## config.mk

```make
export PLATFORM = sky130hd
export DESIGN_NAME = ioWindowDecoder
export DESIGN_NICKNAME = d
export VERILOG_FILES = /design/src/rtl/ioWinPkg.sv /design/src/rtl/ioWinCtrl.sv /design/src/rtl/ioWinDatapath.sv /design/src/rtl/ioWindowDecoder.sv
export SDC_FILE = /design/constraint.sdc
export NUM_CORES = 1
export LEC_CHECK = 0
export ABC_AREA = 1
export ABC_CLOCK_PERIOD_IN_PS = 1900
export BUFFER_PORTS_ARGS = -buffer_cell sky130_fd_sc_hd__buf_2
export CORE_MARGIN = 4
export CORE_UTILIZATION = 40
export CTS_CLUSTER_SIZE = 24
export DETAILED_ROUTE_END_ITERATION = 7
export PLACE_DENSITY_LB_ADDON = 0.12
export RECOVER_POWER = 50
export SLEW_MARGIN = 20
export SYNTH_ARGS = -nofsm -noshare
export SYNTH_HDL_FRONTEND = slang
export SYNTH_HIERARCHICAL = 1
export SYNTH_SLANG_ARGS = --single-unit
```

## constraint.sdc

```tcl
create_clock -name clk -period 1.9 [get_ports clk]
set_clock_uncertainty 0.1 [all_clocks]
set_input_delay 0.38 -clock clk [delete_from_list [all_inputs] [get_ports clk]]
set_output_delay 0.38 -clock clk [all_outputs]
set_load 0.05 [all_outputs]
```

## src/rtl/ioWinPkg.sv

```systemverilog
package ioWinPkg;

  // Register select codes on the write port.
  typedef enum logic [1:0] {
    SEL_BASE  = 2'd0,
    SEL_LIMIT = 2'd1,
    SEL_CTRL  = 2'd2,
    SEL_NONE  = 2'd3
  } cfgSel_e;

  // Bit positions inside the control register write data.
  localparam int unsigned CTRL_IOEN_BIT = 0;
  localparam int unsigned CTRL_ISA_BIT  = 1;

  // Strobes passed from control to datapath each cycle.
  typedef struct packed {
    logic sample;   // a request is present this cycle
    logic upstream; // request direction
    logic winOk;    // limit page is not below base page
    logic ioEn;     // downstream forwarding enabled
    logic isaEn;    // alias filter enabled
  } winCtl_t;

endpackage

```

## src/rtl/ioWinCtrl.sv

```systemverilog
module ioWinCtrl
  import ioWinPkg::*;
#(
  parameter int unsigned PAGE_W = 4,
  parameter int unsigned DATA_W = 4
) (
  input  logic              clk,
  input  logic              rstN,
  input  logic              cfgWrEn,
  input  logic [1:0]        cfgSel,
  input  logic [DATA_W-1:0] cfgWrData,
  input  logic              reqValid,
  input  logic              reqUpstream,
  output winCtl_t           ctl,
  output logic [PAGE_W-1:0] baseQ,
  output logic [PAGE_W-1:0] limitQ,
  output logic              ioEnQ,
  output logic              isaEnQ
);

  localparam logic [PAGE_W-1:0] BASE_RST  = {PAGE_W{1'b1}};
  localparam logic [PAGE_W-1:0] LIMIT_RST = {PAGE_W{1'b0}};

  logic wrBase, wrLimit, wrCtrl;

  always_comb begin
    wrBase  = cfgWrEn && (cfgSel_e'(cfgSel) == SEL_BASE);
    wrLimit = cfgWrEn && (cfgSel_e'(cfgSel) == SEL_LIMIT);
    wrCtrl  = cfgWrEn && (cfgSel_e'(cfgSel) == SEL_CTRL);
  end

  always_ff @(posedge clk) begin
    if (!rstN) begin
      baseQ  <= BASE_RST;
      limitQ <= LIMIT_RST;
      ioEnQ  <= 1'b0;
      isaEnQ <= 1'b0;
    end else begin
      if (wrBase)  baseQ  <= cfgWrData[PAGE_W-1:0];
      if (wrLimit) limitQ <= cfgWrData[PAGE_W-1:0];
      if (wrCtrl) begin
        ioEnQ  <= cfgWrData[CTRL_IOEN_BIT];
        isaEnQ <= cfgWrData[CTRL_ISA_BIT];
      end
    end
  end

  // Strobes use the register values held before any write in this cycle.
  always_comb begin
    ctl.sample   = reqValid;
    ctl.upstream = reqUpstream;
    ctl.winOk    = (limitQ >= baseQ);
    ctl.ioEn     = ioEnQ;
    ctl.isaEn    = isaEnQ;
  end

endmodule

```

## src/rtl/ioWinDatapath.sv

```systemverilog
module ioWinDatapath
  import ioWinPkg::*;
#(
  parameter int unsigned ADDR_W    = 16,
  parameter int unsigned PAGE_W    = 4,
  parameter int unsigned BLK_LSB   = 10,
  parameter int unsigned ISA_SUB_W = 2
) (
  input  logic              clk,
  input  logic              rstN,
  input  winCtl_t           ctl,
  input  logic [PAGE_W-1:0] baseQ,
  input  logic [PAGE_W-1:0] limitQ,
  input  logic [ADDR_W-1:0] reqAddr,
  output logic              decValid,
  output logic              decForward
);

  localparam int unsigned PAGE_LSB = ADDR_W - PAGE_W;

  logic [PAGE_W-1:0]    addrPage;
  logic [ISA_SUB_W-1:0] subIdx;
  logic inWindow, isaHole, downClaim, goNext;

  always_comb begin
    addrPage  = reqAddr[ADDR_W-1:PAGE_LSB];
    subIdx    = reqAddr[BLK_LSB-1 -: ISA_SUB_W];
    inWindow  = ctl.winOk && (addrPage >= baseQ) && (addrPage <= limitQ);
    isaHole   = ctl.isaEn && (|subIdx);
    downClaim = ctl.ioEn && inWindow && !isaHole;
    goNext    = ctl.upstream ? !downClaim : downClaim;
  end

  always_ff @(posedge clk) begin
    if (!rstN) begin
      decValid   <= 1'b0;
      decForward <= 1'b0;
    end else begin
      decValid   <= ctl.sample;
      decForward <= ctl.sample && goNext;
    end
  end

endmodule

```

## src/rtl/ioWindowDecoder.sv

```systemverilog
module ioWindowDecoder
  import ioWinPkg::*;
#(
  parameter int unsigned ADDR_W    = 16,
  parameter int unsigned PAGE_W    = 4,
  parameter int unsigned BLK_LSB   = 10,
  parameter int unsigned ISA_SUB_W = 2
) (
  input  logic              clk,
  input  logic              rstN,
  input  logic              cfgWrEn,
  input  logic [1:0]        cfgSel,
  input  logic [PAGE_W-1:0] cfgWrData,
  input  logic              reqValid,
  input  logic              reqUpstream,
  input  logic [ADDR_W-1:0] reqAddr,
  output logic              decValid,
  output logic              decForward
);

  winCtl_t           ctl;
  logic [PAGE_W-1:0] cfgBase, cfgLimit;
  logic              cfgIoEn, cfgIsaEn;

  ioWinCtrl #(.PAGE_W(PAGE_W), .DATA_W(PAGE_W)) uCtrl (
    .clk(clk), .rstN(rstN),
    .cfgWrEn(cfgWrEn), .cfgSel(cfgSel), .cfgWrData(cfgWrData),
    .reqValid(reqValid), .reqUpstream(reqUpstream),
    .ctl(ctl),
    .baseQ(cfgBase), .limitQ(cfgLimit), .ioEnQ(cfgIoEn), .isaEnQ(cfgIsaEn)
  );

  ioWinDatapath #(
    .ADDR_W(ADDR_W), .PAGE_W(PAGE_W), .BLK_LSB(BLK_LSB), .ISA_SUB_W(ISA_SUB_W)
  ) uPath (
    .clk(clk), .rstN(rstN), .ctl(ctl),
    .baseQ(cfgBase), .limitQ(cfgLimit), .reqAddr(reqAddr),
    .decValid(decValid), .decForward(decForward)
  );

endmodule

```

# Word level (Yosys, flattened, before mapping)
# Index checks and enable logic that the tools add are counted.
# word_totals
register_bits,12
inputBits,27
output_inout_bits,2
wordCells,25
# classes
magnitude_cmp,3
n_eq_ne,2
mux,1
n_reduce_logical,13
# op_table
cell,n
$logic_and A1 B1 Y1,9
$ge A4 B4 Y1,2
$le A4 B4 Y1,1
$eq A2 B1 Y1 const B,1
$eq A2 B2 Y1 const B,1
$logic_not A1 Y1,2
$logic_not A2 Y1,1
$reduce_or A2 Y1,1
$mux W1,1

# Depth between registers and ports, before layout
# depth
depth_word,8
depth_mapped,13
ltp_nobuf,13

# By module
# The synthesis kept the hierarchy.
# by_module_without_submodules
mod,instances,cells_per_inst,area_each_um2,seq_area_each_um2
ioWinCtrl,1,79,559.3,200.2
ioWinDatapath,1,49,325.3,40.0

# Worst setup path before layout
# OpenSTA, ideal clock, no wires.
# synth_path
path_kind,register -> register
start,register uCtrl.baseQ[3]
end,register uPath.decForward
setup_ns,0.113
t_arrival_ns,1.221
required_time_ns,1.687
setup_slack_ns,0.466
path_stages_with_launch,12
path_buffers,0
path_cell_list,dfxtp_1 -> inv_1 -> ha_1 -> nand2_1 -> inv_1 -> nand3_1 -> nand3_1 -> nand2_1 -> nor2_2 -> nand3_2 -> nor2_1 -> nor2_1
# synth_lines
item,line,rtl
start: declaration,ioWinCtrl.sv:15,"output logic [PAGE_W-1:0] baseQ,"
start signal: assignment,ioWinCtrl.sv:39,if (wrBase) baseQ <= cfgWrData[PAGE_W-1:0];
end signal: assignment,ioWinDatapath.sv:40,decForward <= ctl.sample && goNext;
end: declaration,ioWinDatapath.sv:16,output logic decForward

==> reports/results.tsv <==
stage	metric	value	unit
pwr	Peak VDD IR	0.388	mV
route	Pre-antenna DRT Iters	2	
clocking	Setup Buffers After CTS	0	
global_routing	vias in the first global route	680	
route	final wirelength	1550	um
yosys	mean area per synthesized cell	6.91	sq um
route	Routed Antenna Nets	0	
clocking	# clock sinks	12	
yosys	post-synth cell types	16	
yosys	largest area contributor in the netlist	dfxtp_1	
floorplan	die area	0.00303	sq mm
route	Initial DRC Count	17	
floorplan	Die Wd	55.0	um
yosys	Synth Warn #	6	
worst_setup_path	Reg2Reg Depth	12	
floorplan	core box area	0.00202	sq mm
timing	Slew Limit Fails	0	
timing	Setup TNS Final	0	ps
yosys	register area share after synthesis	0.272	
clocking	cts hold-fix bufs	0	
worst_setup_path	Worst EP required	2010	ps
clocking	Worst-Skew Late Latency	270	ps
route	DRC	0	
yosys	top cell type's share of synthesized area	0.272	
timing	fin crit period	1580	ps
yosys	cell area after synthesis	885	sq um
floorplan	Initial Util	0.437	
worst_setup_path	Critical Path Fanout Max	3	
timing	setup ws final	318	ps
floorplan	I/O pins	29	
global_routing	All-Layer GR Usage	0.127	
clocking	cts repair resizes	0	
route	drt via density	4.35	
timing	worst slew pin tran	479	ps
global_routing	first-pass GRT wire length	2680	um
worst_setup_path	WP data arrival	1690	ps
yosys	Post-Syn Instances	128	
min_path	WHS Path Cells	3	
pwr	pwr dens	603	mW/mm^2
run	Max-Cap Viols	0	
run_status	status	completed	
min_path	min-delay src	reqValid	
clocking	htree depth	1	
worst_setup_path	Critical Path Start Type	register	
clocking	root buf cell	clkbuf_4	
timing	RSZ-0062 raised after global routing	no	
timing	# setup viols final	0	
clocking	Num CTS Buffers	3	
timing	final worst path period share	0.833	
placed_design	RePlAce Congestion	0.749	
clocking	TritonCTS clock tree	yes	
pwr	Pleak	0.624	nW
cells_and_area	Area growth syn-to-layout	10.9	%
global_routing	largest net degree at the start of global routing	12	
worst_setup_path	Crit. End Element	register	
timing	maximum clock frequency	632	MHz
min_path	Hold Path Class	primary input to register	
clocking	clock slew at reported path FFs	80	ps
worst_setup_path	launch point of the worst path	uCtrl/baseQ[3]	
floorplan	site row count	16	
global_routing	total gr overflow	0	
cells_and_area	share of cells above drive strength 1	0.179	
placed_design	dpl ws	309	ps
worst_setup_path	critical path type	register to register	
route	routed len/inst	9.03	um
placed_design	PortBufs	18	
floorplan	die height	55.0	um
worst_setup_path	reg2reg start	uCtrl/baseQ[3]	
route	Vias	748	
cells_and_area	Final #Nets	185	
global_routing	initial antenna violation count	0	
cells_and_area	Ant. Diodes	0	
yosys	top post-synthesis cells by area	dfxtp_1 (27%), ha_1 (17%), nand2_1 (14%), inv_1 (11%), nor2_1 (5.9%)	
timing	Final Hold Fails	0	
yosys	Seq cells post-synth	12	
timing	Slew headroom	0.680	
clocking	clock buffer depth	2	
placed_design	HPWL after detailed placement	1300	um
yosys	syn_nets	167	
-- cells in the final DEF, fill, tap and decap left out --
cell       n
nand2_1   34
inv_1     26
buf_2     16
nor2_1    14
ha_1      12
dfxtp_1   12
nand3_1   10
nand4_1    5
clkbuf_4   3
a21oi_1    3
clkbuf_1   2
inv_2      2
nand3_2    2
clkbuf_8   1
bufinv_8   1
o21a_1     1
nor2_2     1
-- logic make-up (layout without fill, tap and decap cells) --
logic type | count (synthesis) | count (layout) | synth area share
and+or+nand+nor | 66 | 66 | 0.345
adders and majority gates | 12 | 12 | 0.170
AOI/OAI and AO/OA | 4 | 4 | 0.0255
buffers and inverters | 34 | 51 | 0.188
DFF | 12 | 12 | 0.272
-- worst paths after layout --
kind | end | slack (ps)
max | uPath/decForward | 320
min | uPath/decValid | 210
max reg2reg | uPath/decForward | 320
min reg2reg | uCtrl/baseQ[2] | 390
-- routing by layer --
metal	wire [um]	vias up	track usage
li1	-	426	-
met1	781	309	0.161
met2	692	11	0.197
met3	69	2	0.0268
met4	9	0	0.0729
met5	0	-	0
-- registers in the layout, summed over array words and instances (netlist names) --
register and flops:
uCtrl/ioEnQ 1, uPath/decForward 1, uCtrl/baseQ 4, uPath/decValid 1, uCtrl/isaEnQ 1, uCtrl/limitQ 4
-- critical path, stage by stage, from the launching register on --
cell	delay, ps
dfxtp_1	360
inv_1	60
ha_1	290
nand2_1	50
inv_1	80
nand3_1	70
nand3_1	90
nand2_1	60
nor2_2	120
nand3_2	80
nand2_1	60
nand2_1	40
nor2_1	70
-- cell type report --
| class | instances | area (sq um) |
|---|---|---|
| flip-flops and latches | 12 | 240 |
| repair buffers | 18 | 87.6 |
| clock buffers | 4 | 36.3 |
| multi-input cells | 82 | 460 |
| well taps | 27 | 33.8 |
| inverters | 29 | 123 |
| fillers | 226 | 1040 |
-- per-stage QoR --
stage | util | instances | cell area [sq um] | total power (W) | hold slack [ps]
floorplan | - | 128 | 885 | 0.000372 | 351
global placement | 0.477 | 168 | 965 | 0.000402 | 377
detailed placement | 0.477 | 168 | 965 | 0.000406 | 384
CTS | 0.495 | 172 | 1000 | 0.000608 | 197
global route | 0.485 | 172 | 981 | 0.000641 | 196
finish | 0.485 | 172 | 981 | 0.000591 | 207
-- Yosys cell counts --
master	n
clkbuf_8	1
nand3_4	1
inv_1	26
dfxtp_1	12
a21oi_1	3
nand2_1	34
nand4_1	5
inv_2	2
o21a_1	1
bufinv_8	1
nor2_2	1
nor2_1	14
nand3_1	8
ha_1	12
nand3_2	3
buf_4	4
-- where the power goes --
| part | switching, W | internal [W] |
|---|---|---|
| logic | 0.0000714 | 0.0000513 |
| clock network | 0.0000797 | 0.000116 |
| registers | 0.00000812 | 0.000264 |
No activity file was read; power rests on OpenSTA's default activity.
